==> config.mk <==
export PLATFORM = sky130hd
export DESIGN_NAME = stopwake_seq
export DESIGN_NICKNAME = d
export VERILOG_FILES = /design/src/rtl/stopwake_pkg.sv /design/src/rtl/stopwake_ivc.sv /design/src/rtl/stopwake_fsm.sv /design/src/rtl/stopwake_outcome.sv /design/src/rtl/stopwake_seq.sv
export SDC_FILE = /design/constraint.sdc
export NUM_CORES = 1
export LEC_CHECK = 0
export ABC_CLOCK_PERIOD_IN_PS = 2990
export BUFFER_PORTS_ARGS = -buffer_cell sky130_fd_sc_hd__buf_2
export CAP_MARGIN = 10
export CORE_ASPECT_RATIO = 1.1
export CORE_MARGIN = 8
export CORE_UTILIZATION = 29
export DETAILED_ROUTE_END_ITERATION = 12
export GPL_TIMING_DRIVEN = 0
export SLEW_MARGIN = 20
export SYNTH_ARGS = -nofsm -noshare
export SYNTH_HDL_FRONTEND = slang
export SYNTH_SLANG_ARGS = --single-unit
==> constraint.sdc <==
create_clock -name clk -period 2.99 [get_ports clk]
set_clock_uncertainty 0.05 [all_clocks]
set_input_delay 0 -clock clk [delete_from_list [all_inputs] [get_ports clk]]
set_output_delay 0 -clock clk [all_outputs]
set_load 0.05 [all_outputs]
==> src/rtl/stopwake_pkg.sv <==
package stopwake_pkg;
  typedef enum logic [1:0] {
    SW_IDLE = 2'd0,
    SW_STOP = 2'd1,
    SW_STAB = 2'd2
  } sw_state_t;
endpackage

==> src/rtl/stopwake_ivc.sv <==
// Interval counter used as the oscillator settling timer.
module stopwake_ivc #(
  parameter int CNT_W = 8
) (
  input  logic             clk,
  input  logic             rst,
  input  logic             clr,
  input  logic             en,
  input  logic             tick,
  output logic [CNT_W-1:0] cnt,
  output logic             ovf
);
  localparam logic [CNT_W-1:0] CNT_MAX = {CNT_W{1'b1}};

  assign ovf = en && tick && (cnt == CNT_MAX);

  always_ff @(posedge clk) begin
    if (rst || clr) begin
      cnt <= '0;
    end else if (en && tick) begin
      cnt <= cnt + 1'b1;
    end
  end
endmodule

==> src/rtl/stopwake_fsm.sv <==
// Stop/stabilize/idle sequencing and clock gating.
module stopwake_fsm
  import stopwake_pkg::*;
(
  input  logic      clk,
  input  logic      rst,
  input  logic      stop_req,
  input  logic      cfg_wake,
  input  logic      cfg_rcwd,
  input  logic      cfg_wdrst,
  input  logic      ext_irq,
  input  logic      wd_evt,
  input  logic      ovf,
  output sw_state_t state,
  output logic      cnt_clr,
  output logic      cnt_en,
  output logic      src_wd,
  output logic      wd_rst_fire,
  output logic      stab_done,
  output logic      osc_en,
  output logic      cpu_clk_en,
  output logic      hold_ctx
);
  sw_state_t nxt;
  logic      enter;
  logic      wake;

  always_comb begin
    enter       = (state == SW_IDLE) && stop_req && !cfg_wake && cfg_rcwd;
    wd_rst_fire = (state == SW_STOP) && wd_evt && cfg_wdrst;
    wake        = (state == SW_STOP) && !wd_rst_fire && (ext_irq || wd_evt);
    cnt_clr     = wake;
    cnt_en      = (state == SW_STAB);
    stab_done   = (state == SW_STAB) && ovf;
    nxt         = state;
    unique case (state)
      SW_IDLE: if (enter) nxt = SW_STOP;
      SW_STOP: begin
        if (wd_rst_fire)  nxt = SW_IDLE;
        else if (wake)    nxt = SW_STAB;
      end
      SW_STAB: if (ovf) nxt = SW_IDLE;
      default: nxt = SW_IDLE;
    endcase
  end

  always_ff @(posedge clk) begin
    if (rst) begin
      state      <= SW_IDLE;
      src_wd     <= 1'b0;
      osc_en     <= 1'b1;
      cpu_clk_en <= 1'b1;
      hold_ctx   <= 1'b0;
    end else begin
      state      <= nxt;
      if (wake) src_wd <= !ext_irq;
      osc_en     <= (nxt != SW_STOP);
      cpu_clk_en <= (nxt == SW_IDLE);
      hold_ctx   <= (nxt != SW_IDLE);
    end
  end
endmodule

==> src/rtl/stopwake_outcome.sv <==
// Registered one-cycle outcome pulses.
module stopwake_outcome (
  input  logic clk,
  input  logic rst,
  input  logic stab_done,
  input  logic wd_rst_fire,
  input  logic src_wd,
  input  logic gie,
  input  logic wd_ie,
  output logic vec_req,
  output logic vec_sel,
  output logic int_rst,
  output logic resume
);
  logic vector_ok;
  assign vector_ok = gie && (!src_wd || wd_ie);

  always_ff @(posedge clk) begin
    if (rst) begin
      vec_req <= 1'b0;
      vec_sel <= 1'b0;
      int_rst <= 1'b0;
      resume  <= 1'b0;
    end else begin
      int_rst <= wd_rst_fire;
      vec_req <= stab_done && vector_ok;
      vec_sel <= stab_done && vector_ok && src_wd;
      resume  <= stab_done && !vector_ok;
    end
  end
endmodule

==> src/rtl/stopwake_seq.sv <==
module stopwake_seq
  import stopwake_pkg::*;
#(
  parameter int CNT_W = 8
) (
  input  logic             clk,
  input  logic             rst,
  input  logic             stop_req,
  input  logic             cfg_wake,
  input  logic             cfg_rcwd,
  input  logic             cfg_wdrst,
  input  logic             wd_ie,
  input  logic             gie,
  input  logic             ext_irq,
  input  logic             wd_evt,
  input  logic             presc_tick,
  output logic             osc_en,
  output logic             cpu_clk_en,
  output logic             hold_ctx,
  output logic [CNT_W-1:0] stab_cnt,
  output logic             vec_req,
  output logic             vec_sel,
  output logic             int_rst,
  output logic             resume
);
  sw_state_t state;
  logic cnt_clr, cnt_en, ovf, src_wd, wd_rst_fire, stab_done;

  stopwake_fsm u_fsm (
    .clk(clk), .rst(rst), .stop_req(stop_req), .cfg_wake(cfg_wake),
    .cfg_rcwd(cfg_rcwd), .cfg_wdrst(cfg_wdrst), .ext_irq(ext_irq),
    .wd_evt(wd_evt), .ovf(ovf), .state(state), .cnt_clr(cnt_clr),
    .cnt_en(cnt_en), .src_wd(src_wd), .wd_rst_fire(wd_rst_fire),
    .stab_done(stab_done), .osc_en(osc_en), .cpu_clk_en(cpu_clk_en),
    .hold_ctx(hold_ctx)
  );

  stopwake_ivc #(.CNT_W(CNT_W)) u_ivc (
    .clk(clk), .rst(rst), .clr(cnt_clr), .en(cnt_en),
    .tick(presc_tick), .cnt(stab_cnt), .ovf(ovf)
  );

  stopwake_outcome u_out (
    .clk(clk), .rst(rst), .stab_done(stab_done), .wd_rst_fire(wd_rst_fire),
    .src_wd(src_wd), .gie(gie), .wd_ie(wd_ie), .vec_req(vec_req),
    .vec_sel(vec_sel), .int_rst(int_rst), .resume(resume)
  );
endmodule

======== Yosys cells after proc, flatten, opt, wreduce, memory -nomap -nowiden ========
Index checks and enable logic that the tools add are counted.
cells by class
  add/subtract/negate cells ............... 1
  eq/ne operators ......................... 4
  reduce and logical (&&, ||, !) cells .... 25
  muxes and demuxes ....................... 5
operator list
  kind                 count
  $logic_and 1x1->1    14
  $add 8x1->8 const B  1
  $eq 8x8->1 const B   1
  $mux 2               4
  $pmux 2 s3           1
  $logic_not 1->1      5
  $logic_not 2->1      2
  $logic_or 1x1->1     3
  $eq 2x1->1 const B   1
  $eq 2x2->1 const B   1
  $ne 2x1->1 const B   1
  $reduce_bool 2->1    1
word-level totals
  word-level logic and storage cells ...... 45
  register bits ........................... 18
  output and inout port bits .............. 15
  bits of input ports ..................... 11

======== Logic depth before layout (Yosys ltp) ========
Gate-level depths: netlist of the first run.
  word-level depth ........................ 10
  mapped depth ............................ 4
  mapped depth without buffers ............ 4

======== Cells and area by module ========
From an unflattened synthesis of the first run, not the netlist that was laid out.
unflattened totals
  cell total of the unflattened synthesis .. 84
  area, all modules ....................... 782.0 um^2
by module, submodules not included
  module            cells each  instances  sequential area each (um^2)  area an instance (um^2)
  stopwake_ivc      45          1          160.2                        379.1
  stopwake_fsm      27          1          120.1                        265.3
  stopwake_outcome  12          1          80.1                         137.6

======== Worst setup path after synthesis of the first run ========
Ideal clock, no wire load.
  path type ............................... register to register
  start point ............................. register u_ivc.cnt[0]
  end point ............................... register u_out.vec_req
  cell stages (with the launch flop) ...... 5
  library setup time ...................... 0.087 ns
  slack ................................... 1.023 ns
  clock period less this slack ............ 1.967 ns
  arrival time ............................ 1.830 ns
  required time ........................... 2.853 ns
  buffers on the path ..................... 0
  cell sequence ........................... dfxtp_1 > ha_1 > nand4b_2 > or4_4 > nor4b_4
between the ends
  cells in the longest elaborated chain, start to end .. 4
RTL lines
  item                    line                    text
  from (decl)             stopwake_ivc.sv:10      output logic [CNT_W-1:0] cnt,
  from (signal assigned)  stopwake_ivc.sv:21      cnt <= cnt + 1'b1;
  $eq 8x8->1              stopwake_ivc.sv:15      assign ovf = en && tick && (cnt == CNT_MAX);
  $logic_and 1x1->1       stopwake_ivc.sv:15
  $logic_and 1x1->1       stopwake_fsm.sv:34      stab_done = (state == SW_STAB) && ovf;
  $logic_and 1x1->1       stopwake_outcome.sv:26  vec_req <= stab_done && vector_ok;
  to (signal assigned)    stopwake_outcome.sv:26
  to (decl)               stopwake_outcome.sv:10  output logic vec_req,
No other way between the ends.
A chain may end at the register's enable or synchronous reset.

======== Worst setup path in the final report of the first run ========
  start point ............................. register u_ivc.cnt[0]
  end point ............................... register u_out.resume
between the ends
  cells in the longest elaborated chain, start to end .. 4
RTL lines
  item                  line                    text
  $eq 8x8->1            stopwake_ivc.sv:15
  $logic_and 1x1->1     stopwake_ivc.sv:15
  $logic_and 1x1->1     stopwake_fsm.sv:34
  $logic_and 1x1->1     stopwake_outcome.sv:28  resume <= stab_done && !vector_ok;
  to (signal assigned)  stopwake_outcome.sv:28
  to (decl)             stopwake_outcome.sv:13  output logic resume
No other way between the ends.

==> results.txt, run 1 <==
----------------------------------------------------
[Cells and area]
  Signed area change from the synthesized netlist to the final layout ... 34.3%
  Layout Nets ... 130
  Count of filler cells inserted in the layout ... approximately 280
  Finished Core Util ... ~40%
  Share of final-layout standard cells stronger than drive strength 1 ... 29.9%
  ANT cells ... 0

[Floorplan]
  Die footprint ... ~4700 sq um
  Number of primary I/O pins ... 26
  Standard-cell row count ... 20
  Area of the core region ... 2680 sq um
  Vertical die dimension ... 70.9 um
  Effective utilization at floorplan ... about 30%
  Overall die width ... ~66 um

[Global route]
  Maximum number of pins on one net before global-route repair ... 11
  Total track usage ... 8.86%
  Vias in the first global route ... ~770
  Wire length of the first global-routing pass ... 3260 um
  Antenna violations before repair ... 0
  Remaining global-route overflow ... 0

[Synth]
  Number of distinct library cells after synthesis ... 32
  Async set-or-reset flop fraction in the synthesized netlist ... 0%
  Mapped Avg Cell Area ... slightly below 10 sq um
  Area of the mapped netlist ... a little under 800 sq um
  Cell count after synthesis ... 81
  Largest area contributor in the netlist ... dfxtp_1
  Share of the synthesized area in the top cell type ... between 40% and 50%
  Synthesized netlist net count ... 93
  Top post-synthesis cells by area ... dfxtp_1, a211oi_1, nand2b_1, o21ai_0, nor4b_4
  Yosys warning total ... 0
  Fraction of the yosys area taken by sequential cells ... between 40% and 50%
  Post-synthesis sequential element count ... 18
  Number of enable flip-flop cells after synthesis ... 0
  Top FF cell, synth ... dfxtp_1

[Routing]
  Via density per instance ... just under 5
  First-pass iteration count of the detailed router ... 4
  Drt drc ... 0
  Number of routed nets with antenna violations ... 0
  Routed WL per cell ... between 10 and 15 um
  Initial DRC count ... 13
  Vias ... roughly 740
  Routed wire length ... between 1500 and 2000 um

[CTS]
  CTS H-tree lvls ... 1
  Clock tree root driver cell ... clkbuf_4
  Inserted Clock Buffers ... 3
  Source-to-sink clock delay at the later pin of the worst-skew pair ... about 0.3 ns
  Clock tree from TritonCTS ... built
  Clock Path Buffers ... 2
  Clock-pin slew on the worst setup and hold paths ... approximately 0.1 ns
  TritonCTS Sinks ... 18
  Total of cells resized after clock tree synthesis ... 0

[Setup path]
  Critical-path maximum fanout ... 7
  Setup crit end kind ... register
  Source of the critical timing path ... u_ivc.cnt[0]
  Origin of the critical flop-to-flop path ... u_ivc.cnt[0]
  Crit path required time ... 3.19 ns
  Kind of critical path ... reg2reg
  Critical path destination ... u_out.resume
  Startpoint class of the critical path ... register
  Slack of the worst reg-to-reg path ... 0.74 ns
  Capture instance of the worst register-to-register path ... u_out.resume
  Logic depth of the worst register-to-register path ... 5
  Signal arrival time at the worst endpoint ... around 2.5 ns

[Power and ir drop]
  Cell Pwr Density ... 406 nW/um^2
  Sum of internal, switching and leakage power ... between 400 and 500 uW
  Maximum ir drop on the vdd rail ... between 0.2 and 0.3 mV
  Leakage power figure ... ~0.46 nW

[STA]
  Post-Route Setup TNS ... 0 ns
  Total count of max-transition violations in the final report ... 0
  Setup violations, final ... 0
  Fraction of the cycle the final worst path needs ... about three quarters
  Actual slew at the worst max-slew pin ... roughly 0.68 ns
  Unrepaired setup endpoints after global routing ... no
  Final hold violation count ... 0
  Top achievable clock speed ... roughly 440 MHz
  Tmin final ... about 2.3 ns
  Worst max-slew margin expressed relative to the limit ... a little over half

[Job]
  Number of violations of the max-capacitance limit ... 0

[Outcome]
  Status ... finished clean

[Place]
  Port Buf Inserts ... 25
  Routability congestion estimate from global placement ... between 0.7 and 0.8
  Detailed Place HPWL ... between 1000 and 1500 um

[Min path]
  HP Class ... in2reg

----------------------------------------------------
[flip-flops by register name, summed over array words and instances (netlist names)]
name              count
u_out.resume          1
u_out.vec_req         1
u_ivc.cnt             8
u_fsm.src_wd          1
u_out.int_rst         1
u_out.vec_sel         1
u_fsm.state           2
u_fsm.cpu_clk_en      1
u_fsm.osc_en          1
u_fsm.hold_ctx        1
[logic make-up after synthesis]
logic type      Yosys count  synth area share, %
compound gates           18                 15.6
xor+xnor                  2                 2.21
fa+ha+maj                 1                 1.57
buf+inv                   6                 2.83
flops                    18                 45.4
mux                       1                 1.26
simple gates             35                 31.2
[per-layer routing]
| metal | share of wire (%) | wire, um | global-route usage [%] |
|---|---|---|---|
| met5 | 0 | 0 | 0 |
| met4 | 2.8 | 55 | 6.80 |
| met3 | 4.8 | 93 | 2.21 |
| met2 | 49 | 942 | 14.0 |
| met1 | 44 | 845 | 9.82 |
[how the worst min path moves through the flow]
stage             from       endpoint  cells past startpoint
6_report       ext_irq   u_fsm.src_wd                      4
3_5_place_dp       gie   u_out.resume                      2
3_3_place_gp       gie   u_out.resume                      2
2_1_floorplan      rst  u_out.vec_req                      1
5_1_grt        ext_irq   u_fsm.src_wd                      4
4_1_cts        ext_irq   u_fsm.src_wd                      4
[Yosys cell counts, types with 3 or more instances]
master and count:
nor3_1 3, nand2_1 4, nand3_1 3, o31ai_1 3, or3_1 3, a211oi_1 5, dfxtp_1 18, nand2b_1 4
o21ai_0 5, inv_1 5
[critical path, cell delays in order, from the launching register on]
cell	delay, ns
dfxtp_1	0.40
ha_1	0.19
nand4b_2	0.21
or4_4	0.58
a211oi_2	0.22
dlygate4sd3_1	0.56
[cells in the final DEF (no fill, tap or decap), types with 3 or more instances in the layout]
| cell type | instances |
|---|---|
| a211oi_1 | 5 |
| buf_2 | 25 |
| clkbuf_4 | 3 |
| dfxtp_1 | 18 |
| dlygate4sd3_1 | 7 |
| inv_1 | 5 |
| nand2_1 | 4 |
| nand2b_1 | 4 |
| nand3_1 | 3 |
| nor3_1 | 3 |
| o21ai_0 | 5 |
| o31ai_1 | 3 |
| or3_1 | 3 |
[power by group]
group | total (mW) | switching [mW] | leakage [nW] | internal, mW
Sequential | 0.245 | 0.00212 | 0.145 | 0.243
Clock | 0.150 | 0.0754 | 0.0210 | 0.0743
Combinational | 0.0387 | 0.0228 | 0.292 | 0.0159
[final cells by class]
cell class | count | area (sq um) | share of cell area (%)
multi-input cells | 57 | 412 | 38.6
flip-flops and latches | 18 | 360 | 33.8
repair buffers | 32 | 195 | 18.3
well taps | 33 | 41.3 | 3.87
clock buffers | 4 | 36.3 | 3.40
inverters | 5 | 18.8 | 1.76
plain buffers | 1 | 3.75 | 0.352
[repair_timing]
item,CTS,global route
hold buffers,7,0
setup buffers,0,0
endpoints found under the hold margin,6,0
[through the flow]
| stage | setup WS, ns | hold WS [ns] | instances | instance area (sq um) |
|---|---|---|---|---|
| floorplan | 1.02 | 0.0211 | 81 | 795 |
| global placement | 1.32 | 0.167 | 139 | 961 |
| detailed placement | 1.29 | 0.176 | 139 | 961 |
| CTS | 0.737 | 0.0332 | 150 | 1070 |
| global route | 0.626 | 0.0513 | 150 | 1070 |
| finish | 0.736 | 0.0460 | 150 | 1070 |
Power figures use the tool's default switching activity.
==> inputs of run 2 (changes only) <==
--- a/config.mk
+++ b/config.mk
@@ -5,7 +5,7 @@
 export SDC_FILE = /design/constraint.sdc
 export NUM_CORES = 1
 export LEC_CHECK = 0
-export ABC_CLOCK_PERIOD_IN_PS = 2990
+export ABC_CLOCK_PERIOD_IN_PS = 2009
 export BUFFER_PORTS_ARGS = -buffer_cell sky130_fd_sc_hd__buf_2
 export CAP_MARGIN = 10
 export CORE_ASPECT_RATIO = 1.1
==> constraint.sdc (replaced) <==
create_clock -name clk -period 2.01 [get_ports clk]
set_clock_uncertainty 0.05 [all_clocks]
set_input_delay 0 -clock clk [delete_from_list [all_inputs] [get_ports clk]]
set_output_delay 0 -clock clk [all_outputs]
set_load 0.05 [all_outputs]
==> run 2 against run 1 <==
Effect of this change: power increased by 49%; sequential power is 49% higher; register-to-register slack lost 0.44 ns; non-clock buffer count decreased by 1; global-route usage about the same; worst hold slack is essentially flat; flip-flop and latch count did not move; critical path type unchanged; die area is the same; first-iteration DRC count decreased by 7.7%; largest cell class unchanged; critical path depth shrank 1; sequential share of layout area grew 0.32 points; maximum frequency is 32% higher.
==> results.txt, run 2 (synthesized netlist as in run 1, its figures left out) <==
----------------------------------------------------
[Min path]
  Hold Path Sink ... u_fsm.src_wd
  Instance count along the most critical hold path ... 4 (unchanged)
  Hold path startpoint ... ext_irq
  HP Class ... in2reg

[Global route]
  Vias in the first global route ... 765 (-0.78%)
  Total track usage ... 8.83% (-0.032 points)
  Antenna violations before repair ... 0 (unchanged)
  Remaining global-route overflow ... 0 (unchanged)
  Maximum number of pins on one net before global-route repair ... 11 (unchanged)
  Wire length of the first global-routing pass ... 3250 um (-0.21%)

[Routing]
  First-pass iteration count of the detailed router ... 4 (unchanged)
  Drt drc ... 0 (unchanged)
  Via density per instance ... 4.91 (+0.26%)
  Vias ... 732 (-0.41%)
  Initial DRC count ... 12 (-1)
  Routed WL per cell ... 12.9 um (about the same)
  Number of routed nets with antenna violations ... 0 (unchanged)
  Routed wire length ... 1920 um (-0.67%)

[STA]
  Unrepaired setup endpoints after global routing ... no
  Setup violations, final ... 0 (unchanged)
  Post-Route Setup TNS ... 0 ns (unchanged)
  Tmin final ... 1.71 ns (-0.544 ns)
  Final hold violation count ... 0 (unchanged)
  Total count of max-transition violations in the final report ... 0 (unchanged)
  Worst max-slew margin expressed relative to the limit ... 54.8% (unchanged)
  Actual slew at the worst max-slew pin ... 0.678 ns (+0.0000000596 ns)
  Fraction of the cycle the final worst path needs ... 85.1% (+9.7 points)
  Top achievable clock speed ... 585 MHz (+32%)

[Floorplan]
  Effective utilization at floorplan ... 29.7% (unchanged)
  Overall die width ... 65.9 um (unchanged)
  Number of primary I/O pins ... 26 (unchanged)
  Vertical die dimension ... 70.9 um (unchanged)
  Area of the core region ... 2680 sq um (unchanged)
  Die footprint ... 4670 sq um (unchanged)
  Standard-cell row count ... 20 (unchanged)

[Power and ir drop]
  Cell Pwr Density ... 610 nW/um^2 (+50%)
  Leakage power figure ... 0.452 nW (-1.5%)
  Maximum ir drop on the vdd rail ... 0.418 mV (+49%)
  Sum of internal, switching and leakage power ... 644 uW (+49%)

[CTS]
  Clock tree from TritonCTS ... built
  CTS H-tree lvls ... 1 (unchanged)
  Clock tree root driver cell ... clkbuf_4
  Source-to-sink clock delay at the later pin of the worst-skew pair ... 0.30 ns (about the same)
  Clock-pin slew on the worst setup and hold paths ... 0.10 ns (about the same)
  Inserted Clock Buffers ... 3 (unchanged)
  Total of cells resized after clock tree synthesis ... 0 (unchanged)
  Clock Path Buffers ... 2 (unchanged)
  TritonCTS Sinks ... 18 (unchanged)

[Setup path]
  Signal arrival time at the worst endpoint ... 1.88 ns (-0.57 ns)
  Crit-path leading delay family ... simple AND/OR/NAND/NOR gates
  Master of the slowest instance on the critical path ... or4_4
  Worst path buffer plus inverter count ... 0 (-1)
  Startpoint class of the critical path ... register
  Highest cell delay on the worst timing path ... 0.58 ns (about the same)
  Slack of the worst reg-to-reg path ... 0.30 ns (-0.44 ns)
  Setup crit end kind ... register
  Origin of the critical flop-to-flop path ... u_ivc.cnt[0]
  Critical-path maximum fanout ... 7 (unchanged)
  Crit path required time ... 2.18 ns (-1.01 ns)
  Logic depth of the worst register-to-register path ... 4 (-1)
  Cells along the critical path ... ha_1, nand4b_2, or4_4, nor4b_4
  Kind of critical path ... reg2reg
  Capture instance of the worst register-to-register path ... u_out.vec_req

[Job]
  Number of violations of the max-capacitance limit ... 0 (unchanged)

[Cells and area]
  Count of filler cells inserted in the layout ... 277 (+0.36%)
  Most common cell after layout, fill and taps aside ... buf_2
  Finished Core Util ... 39.5% (-0.37 points)
  Layout Nets ... 129 (-0.77%)
  Count of placed standard cells in the final layout, fillers left out ... 149 (-0.67%)
  Signed area change from the synthesized netlist to the final layout ... 33.1%
  Most frequent cells in the layout ... buf_2, dfxtp_1, dlygate4sd3_1
  ANT cells ... 0 (unchanged)
  FF+latch area ... 360 sq um (unchanged)
  Flip-flop count of the largest register, all copies and words added ... 8 (unchanged)
  Share of final-layout standard cells stronger than drive strength 1 ... 30.2% (+0.26 points)
  Area of the multi-input gates ... 412 sq um (unchanged)
  Largest regs ... u_ivc.cnt x8, u_fsm.state x2
  Largest register by flop count ... u_ivc.cnt

[Place]
  Detailed Place HPWL ... 1420 um (unchanged)
  Port Buf Inserts ... 25 (unchanged)
  Routability congestion estimate from global placement ... 0.779 (unchanged)
  Cell total after placement ... 139 (unchanged)

[Outcome]
  Status ... finished clean

----------------------------------------------------
-- run 2: cell count changes in the layout (fill, tap and decap cells not counted), sizes merged --
cell         delta
dlygate4sd3     -1
-- run 2: layer usage --
layer  vias up  wire (um)  track usage, %
li1        376          -               -
met4         0         55            6.80
met2        20        939            13.8
met5         -          0               0
met1       330        835            9.91
met3         6         93            2.21
-- run 2: final cells by class --
type | instances | area share (%)
multi-input combinational | 57 | 38.9
sequential | 18 | 34.1
timing repair buffer | 31 | 17.5
tap | 33 | 3.91
clock buffer | 4 | 3.43
inverter | 5 | 1.78
buffer | 1 | 0.355
-- run 2: repair_timing --
item                      CTS  global route
buffers inserted            0             0
hold endpoints to repair    6             0
hold buffers                6             0
-- run 2: per-stage QoR --
step / area [sq um] / hold slack [ns] / setup slack (ns)
floorplan: 795 / 0.0211 / 0.0426
CTS: 1060 / 0.0332 / 0.282
global placement: 961 / 0.167 / 0.335
global route: 1060 / 0.0513 / 0.193
detailed placement: 961 / 0.176 / 0.307
finish: 1060 / 0.0462 / 0.300
-- run 2: worst max-delay path by stage --
stage            startpoint       endpoint  cells past startpoint
6_report       u_ivc.cnt[0]  u_out.vec_req                      4
5_1_grt        u_ivc.cnt[0]   u_out.resume                      4
4_1_cts        u_ivc.cnt[0]  u_out.vec_req                      4
3_5_place_dp   u_ivc.cnt[0]  u_out.vec_req                      4
3_3_place_gp   u_ivc.cnt[0]  u_out.vec_req                      4
2_1_floorplan  u_ivc.cnt[0]  u_out.vec_req                      4
-- run 2: report_power, final --
part | internal [mW] | switching [mW]
Clock | 0.111 | 0.112
Sequential | 0.361 | 0.00311
Combinational | 0.0236 | 0.0339
Total | 0.495 | 0.149
-- run 2: worst min-delay path: stages --
cell and delay [ns]:
buf_2 0.12, inv_1 0.04, o21ai_0 0.07, a21oi_1 0.12
